==> src/rtl/trap_pkg.sv <==
package trap_pkg;

    localparam logic [7:0]  OPC_TRAP_HI = 8'hC3;
    localparam logic [15:0] OPC_RETURN  = 16'h002B;

    typedef enum logic [3:0] {
        S_IDLE,
        S_PUSH_SR,
        S_PUSH_PC,
        S_VEC_RD,
        S_VEC_WB,
        S_FILL,
        S_POP_PC,
        S_POP_SR,
        S_SLOT,
        S_BRANCH
    } seq_state_e;

endpackage

==> src/rtl/trap_decode.sv <==
module trap_decode
    import trap_pkg::*;
(
    input  logic [15:0] insn,
    output logic        is_trap,
    output logic        is_ret,
    output logic [7:0]  imm
);
    assign is_trap = (insn[15:8] == OPC_TRAP_HI);
    assign is_ret  = (insn == OPC_RETURN);
    assign imm     = insn[7:0];
endmodule

==> src/rtl/trap_vec.sv <==
module trap_vec #(
    parameter int XLEN = 32
) (
    input  logic [XLEN-1:0] base,
    input  logic [7:0]      imm,
    output logic [XLEN-1:0] addr
);
    localparam int PADW = XLEN - 10;
    assign addr = base + {{PADW{1'b0}}, imm, 2'b00};
endmodule

==> src/rtl/trap_seq.sv <==
module trap_seq
    import trap_pkg::*;
#(
    parameter int XLEN     = 32,
    parameter int TRAP_CYC = 8
) (
    input  logic            clk,
    input  logic            rst_n,
    input  logic            insn_valid,
    input  logic [15:0]     insn,
    input  logic [XLEN-1:0] pc_i,
    input  logic [XLEN-1:0] sr_i,
    input  logic [XLEN-1:0] vbr_i,
    input  logic [XLEN-1:0] r15_i,
    output logic            mem_req,
    output logic            mem_we,
    output logic [XLEN-1:0] mem_addr,
    output logic [XLEN-1:0] mem_wdata,
    input  logic [XLEN-1:0] mem_rdata,
    input  logic            mem_ready,
    output logic            pc_we,
    output logic [XLEN-1:0] pc_wdata,
    output logic            sr_we,
    output logic [XLEN-1:0] sr_wdata,
    output logic            r15_we,
    output logic [XLEN-1:0] r15_wdata,
    output logic            busy,
    output logic            slot_o,
    output logic            illegal_slot
);
    // Cycles spent before the fill stretch: issue, two pushes, vector read, write-back.
    localparam int              FILL_N = TRAP_CYC - 5;
    localparam int              FW     = (FILL_N > 1) ? $clog2(FILL_N) : 1;
    localparam logic [FW-1:0]   FILL_LAST = FW'(FILL_N - 1);
    localparam logic [XLEN-1:0] WORD   = XLEN'(4);
    localparam logic [XLEN-1:0] PAIR   = XLEN'(8);
    localparam logic [XLEN-1:0] ISTEP  = XLEN'(2);

    seq_state_e      state_q, state_d;
    logic [XLEN-1:0] sp_q, pc_q, sr_q, vec_q;
    logic [FW-1:0]   fill_q;
    logic            ill_q;

    logic            dec_trap, dec_ret;
    logic [7:0]      dec_imm;
    logic [XLEN-1:0] vec_addr;

    trap_decode u_dec (
        .insn    (insn),
        .is_trap (dec_trap),
        .is_ret  (dec_ret),
        .imm     (dec_imm)
    );

    trap_vec #(.XLEN(XLEN)) u_vec (
        .base (vbr_i),
        .imm  (dec_imm),
        .addr (vec_addr)
    );

    // State register and captured operands
    always_ff @(posedge clk or negedge rst_n) begin
        if (!rst_n) begin
            state_q <= S_IDLE;
            sp_q    <= '0;
            pc_q    <= '0;
            sr_q    <= '0;
            vec_q   <= '0;
            fill_q  <= '0;
            ill_q   <= 1'b0;
        end else begin
            state_q <= state_d;
            unique case (state_q)
                S_IDLE: begin
                    ill_q  <= 1'b0;
                    fill_q <= '0;
                    if (insn_valid && (dec_trap || dec_ret)) begin
                        sp_q  <= r15_i;
                        pc_q  <= pc_i + ISTEP;
                        sr_q  <= sr_i;
                        vec_q <= vec_addr;
                    end
                end
                S_VEC_RD, S_POP_PC: if (mem_ready) pc_q <= mem_rdata;
                S_FILL:             fill_q <= fill_q + 1'b1;
                S_SLOT:             if (insn_valid) ill_q <= dec_trap || dec_ret;
                default: ;
            endcase
        end
    end

    // Next state and outputs
    always_comb begin
        state_d      = state_q;
        mem_req      = 1'b0;
        mem_we       = 1'b0;
        mem_addr     = '0;
        mem_wdata    = '0;
        pc_we        = 1'b0;
        pc_wdata     = pc_q;
        sr_we        = 1'b0;
        sr_wdata     = mem_rdata;
        r15_we       = 1'b0;
        r15_wdata    = '0;
        busy         = (state_q != S_IDLE);
        slot_o       = 1'b0;
        illegal_slot = 1'b0;
        unique case (state_q)
            S_IDLE: begin
                if (insn_valid && dec_trap)     state_d = S_PUSH_SR;
                else if (insn_valid && dec_ret) state_d = S_POP_PC;
            end
            S_PUSH_SR: begin
                mem_req   = 1'b1;
                mem_we    = 1'b1;
                mem_addr  = sp_q - WORD;
                mem_wdata = sr_q;
                if (mem_ready) state_d = S_PUSH_PC;
            end
            S_PUSH_PC: begin
                mem_req   = 1'b1;
                mem_we    = 1'b1;
                mem_addr  = sp_q - PAIR;
                mem_wdata = pc_q;
                if (mem_ready) state_d = S_VEC_RD;
            end
            S_VEC_RD: begin
                mem_req  = 1'b1;
                mem_addr = vec_q;
                if (mem_ready) state_d = S_VEC_WB;
            end
            S_VEC_WB: begin
                pc_we     = 1'b1;
                r15_we    = 1'b1;
                r15_wdata = sp_q - PAIR;
                state_d   = S_FILL;
            end
            S_FILL: begin
                if (fill_q == FILL_LAST) state_d = S_IDLE;
            end
            S_POP_PC: begin
                mem_req  = 1'b1;
                mem_addr = sp_q;
                if (mem_ready) state_d = S_POP_SR;
            end
            S_POP_SR: begin
                mem_req   = 1'b1;
                mem_addr  = sp_q + WORD;
                sr_we     = mem_ready;
                r15_we    = mem_ready;
                r15_wdata = sp_q + PAIR;
                if (mem_ready) state_d = S_SLOT;
            end
            S_SLOT: begin
                slot_o = 1'b1;
                if (insn_valid) state_d = S_BRANCH;
            end
            S_BRANCH: begin
                pc_we        = 1'b1;
                illegal_slot = ill_q;
                state_d      = S_IDLE;
            end
            default: state_d = S_IDLE;
        endcase
    end

    AST_REQ_ONLY_BUSY: assert property (@(posedge clk) disable iff (!rst_n)
        mem_req |-> busy);
    AST_REQ_HOLD: assert property (@(posedge clk) disable iff (!rst_n)
        (mem_req && !mem_ready) |=> (mem_req && $stable(mem_addr) && $stable(mem_we) && $stable(mem_wdata)));
    AST_SR_WITH_R15: assert property (@(posedge clk) disable iff (!rst_n)
        sr_we |-> (r15_we && r15_wdata == mem_addr + WORD));
    AST_SLOT_THEN_BRANCH: assert property (@(posedge clk) disable iff (!rst_n)
        (slot_o && insn_valid) |=> (pc_we && !slot_o));
    AST_ILLEGAL_AT_BRANCH: assert property (@(posedge clk) disable iff (!rst_n)
        illegal_slot |-> (pc_we && !mem_req));
    AST_PC_SINGLE: assert property (@(posedge clk) disable iff (!rst_n)
        pc_we |=> !pc_we);
    AST_IDLE_AFTER_BRANCH: assert property (@(posedge clk) disable iff (!rst_n)
        (pc_we && !r15_we) |=> !busy);

endmodule

==> config.mk <==
export PLATFORM = sky130hd
export DESIGN_NAME = trap_seq
export DESIGN_NICKNAME = d
export VERILOG_FILES = /design/src/rtl/trap_pkg.sv /design/src/rtl/trap_decode.sv /design/src/rtl/trap_vec.sv /design/src/rtl/trap_seq.sv
export SDC_FILE = /design/constraint.sdc
export NUM_CORES = 1
export LEC_CHECK = 0
export BUFFER_PORTS_ARGS = -buffer_cell sky130_fd_sc_hd__buf_4
export CAP_MARGIN = 10
export CORE_UTILIZATION = 53
export DETAILED_ROUTE_END_ITERATION = 8
export MAX_ROUTING_LAYER = met4
export PLACE_DENSITY_LB_ADDON = 0.12
export SYNTH_ARGS = -nofsm -noshare
export SYNTH_HDL_FRONTEND = slang
export SYNTH_SLANG_ARGS = --single-unit
==> constraint.sdc <==
create_clock -name clk -period 6.7 [get_ports clk]
set_clock_uncertainty 0.1 [all_clocks]
set_input_delay 1.675 -clock clk [delete_from_list [all_inputs] [get_ports clk]]
set_output_delay 1.675 -clock clk [all_outputs]
set_load 0.01 [all_outputs]
==> flow_metrics.env <==
export IMPL_outcome="complete, no violations"
export IMPL_core_area_um2=20400
export IMPL_rsz0062_at_grt="no"
export IMPL_gp_congestion=0.982
export IMPL_yosys_area_share_simple=0.259
export IMPL_syn2layout_area_growth_pct=28.2
export IMPL_fp_dieW_um=147
export IMPL_grt_ovfl_total=0
export IMPL_setup_viol=0
export IMPL_grt_max_degree=92
export IMPL_max_cap_violations=0
export IMPL_die_area_um2=21600
export IMPL_row_count=52
export IMPL_cp_slowest_cell="buf_4"
export IMPL_synth_area_mux_share=0.00820
export IMPL_dpl_cell_count=2004
export IMPL_clock_path_buffers=2
export IMPL_drtIter0Drc=936
export IMPL_grt_first_pass_wirelength_um=60600
export IMPL_synth_top_family_by_area="simple AND/OR/NAND/NOR gates"
export IMPL_finalMaxSlewViolations=0
export IMPL_cts_htree_levels=4
export IMPL_total_power_mw=4.74
export IMPL_crit_top_cell="o21ai_0"
export IMPL_io_buffers=347
export IMPL_cts_tree="built"
export IMPL_synth_edf_count=0
export IMPL_max_freq_ghz=0.160
export IMPL_ys_flop_type="dfrtp_1"
export IMPL_hold_viol=0
export IMPL_yosys_area_share_xor_xnor=0.0857
export IMPL_grt_usage=0.371
export IMPL_tightest_slew_ns=1.13
export IMPL_ys_seq_area_frac=0.303
export IMPL_synth_compound_area_frac=0.222
export IMPL_path_delay_family="compound AO/OA/AOI/OAI gates"
export IMPL_required_ns=4.93
export IMPL_synth_warnings=0
export IMPL_pre_cts_slack_ns=0.946
export IMPL_path_cells="inv_1, nor2_1, nand3_2, buf_4, inv_1, ha_1, a211oi_1, o211ai_1, a31o_2, o21ai_0, o21ai_0, a211oi_1, xor2_1, o21ai_0, buf_4"
export IMPL_ys_types=66
export IMPL_dr_pass1_iters=5
export IMPL_vias_per_cell=5.92
export IMPL_path_clk_slew_ns=0.07
export IMPL_drc=0
export IMPL_cts_repair_resized=0
export IMPL_io_pins=348
export IMPL_layout_nets=1982
export IMPL_cts_setup_buffers=0
export IMPL_worstSetupStartpointType="flip-flop"
export IMPL_worst_hold_slack_ns=0.384
export IMPL_cp_buffers_inverters=4
export IMPL_finish_utilization=0.699
export IMPL_num_vias=12100
export IMPL_antenna_found_initial=1
export IMPL_vdd_drop_max_mv=0.211
export IMPL_p_per_area_nw_per_um2=332
export IMPL_finalCritPeriodShare=0.930
export IMPL_clock_tree_root_cell="clkbuf_16"
export IMPL_ant_nets=0
export IMPL_wl_per_cell_um=19.3
export IMPL_ctsHoldBuffers=0
export IMPL_hp_class="reg -> reg"
export IMPL_netlist_area_um2=11100
export IMPL_layout_drive_gt1_share=0.234
export IMPL_grt_pass1_vias=11400
export IMPL_die_h_um=147
export IMPL_fin_tns_setup_ns=0
export IMPL_syn_avg_cell_area_um2=7.40
export IMPL_clock_sinks=135
export IMPL_post_layout_nonfiller_instances=2038
export IMPL_start_util=0.545
export IMPL_cp_max_fo=65
export IMPL_async_flop_share=1.00
export IMPL_endpoint_kind="primary output"
export IMPL_cpPeakStageDelay_ns=0.58
export IMPL_ys_ff_latch=135
export IMPL_layout_cells_most_common="buf_4"
export IMPL_syn_nets=1732
export IMPL_final_area_um2=14300
export IMPL_timing_slew_headroom=0.242
export IMPL_synth_fa_ha_area_frac=0.0553
export IMPL_worst_slack_ns=0.467
export IMPL_layout_common_cells="buf_4 (360), nand2_1 (347), dfrtp_1 (135)"
export IMPL_cts_made_buffers=17
export IMPL_dp_hpwl_um=30000
export IMPL_finalCriticalPeriod_ns=6.23
export IMPL_netlist_instances=1504
export IMPL_clk_latency_ns=0.42
export IMPL_p_leak_nw=7.12
export IMPL_arrival_ns=4.46
export IMPL_crit_type="reg -> out"
export IMPL_place_area_um2=13600
export IMPL_wirelength_um=39400
-- state kept, by name, indices dropped and copies added (netlist names) --
signal / flops
pc_wdata: 32
sp_q: 32
sr_q: 32
vec_q: 32
state_q: 4
fill_q: 2
ill_q: 1
-- logic make-up after synthesis --
kind of cell / count (synthesis)
AO/OA/AOI/OAI: 393
XOR/XNOR: 109
adder cells (fa/ha/maj): 48
buffers and inverters: 161
flip-flops: 135
multiplexers: 9
AND/OR/NAND/NOR: 649
-- routing by layer --
layer	global-route usage	wire length, µm	vias up
li1	-	-	5744
met1	0.428	15100	5688
met2	0.617	19500	539
met3	0.0742	2910	87
met4	0.179	1900	0
met5	-	0	-
-- Yosys cell counts, drive strengths merged (9+ instances only) --
cell | instances | share of area
nand2 | 347 | 0.12
dfrtp | 135 | 0.30
o21ai | 132 | 0.059
nor2 | 119 | 0.040
a21oi | 95 | 0.043
clkbuf | 86 | 0.029
xor2 | 55 | 0.043
xnor2 | 54 | 0.042
ha | 46 | 0.052
buf | 45 | 0.027
a22o | 33 | 0.026
nand3 | 33 | 0.015
nor3 | 32 | 0.014
inv | 30 | 0.010
a22oi | 25 | 0.017
and3 | 21 | 0.012
nor4 | 19 | 0.012
a21o | 16 | 0.011
nand4 | 16 | 0.0090
or3 | 14 | 0.0088
a31oi | 12 | 0.0067
a211oi | 9 | 0.0061
and2 | 9 | 0.0051
and4 | 9 | 0.0071
nand2b | 9 | 0.0051
-- power by group --
part           internal [mW]  switching, mW
Combinational           1.08           1.53
Sequential             0.938          0.137
Clock                  0.636          0.412
Total                   2.65           2.08
-- final timing paths --
| kind | cells after the start | slack (ns) | endpoint | from |
|---|---|---|---|---|
| worst max-delay path | 15 | 0.47 | mem_addr[27] | state_q[2] |
| min in group asynchronous | 1 | 1.20 | sp_q[19] | rst_n |
| worst max register to register | 7 | 3.54 | pc_wdata[1] | state_q[0] |
| worst min register to register | 2 | 0.38 | vec_q[7] | vec_q[7] |
| max in group asynchronous | 2 | 4.12 | sr_q[0] | rst_n |
| worst min-delay path | 2 | 0.38 | vec_q[7] | vec_q[7] |
-- tightest hold or removal path: stages, from the launching register on --
cell and delay (ns):
dfrtp_1 0.34, nand2_1 0.05, o21ai_0 0.06
-- area by class of cell --
cell class | instances | area (µm²)
Inverter | 30 | 113
Clock inverter | 14 | 209
Tap cell | 270 | 338
Clock buffer | 18 | 429
Antenna cell | 1 | 2.50
Sequential cell | 135 | 3380
Multi-Input combinational cell | 1208 | 7080
Timing Repair Buffer | 362 | 2730
Fill cell | 1796 | 6150
Note: power is estimated with default switching activity, not from simulation.
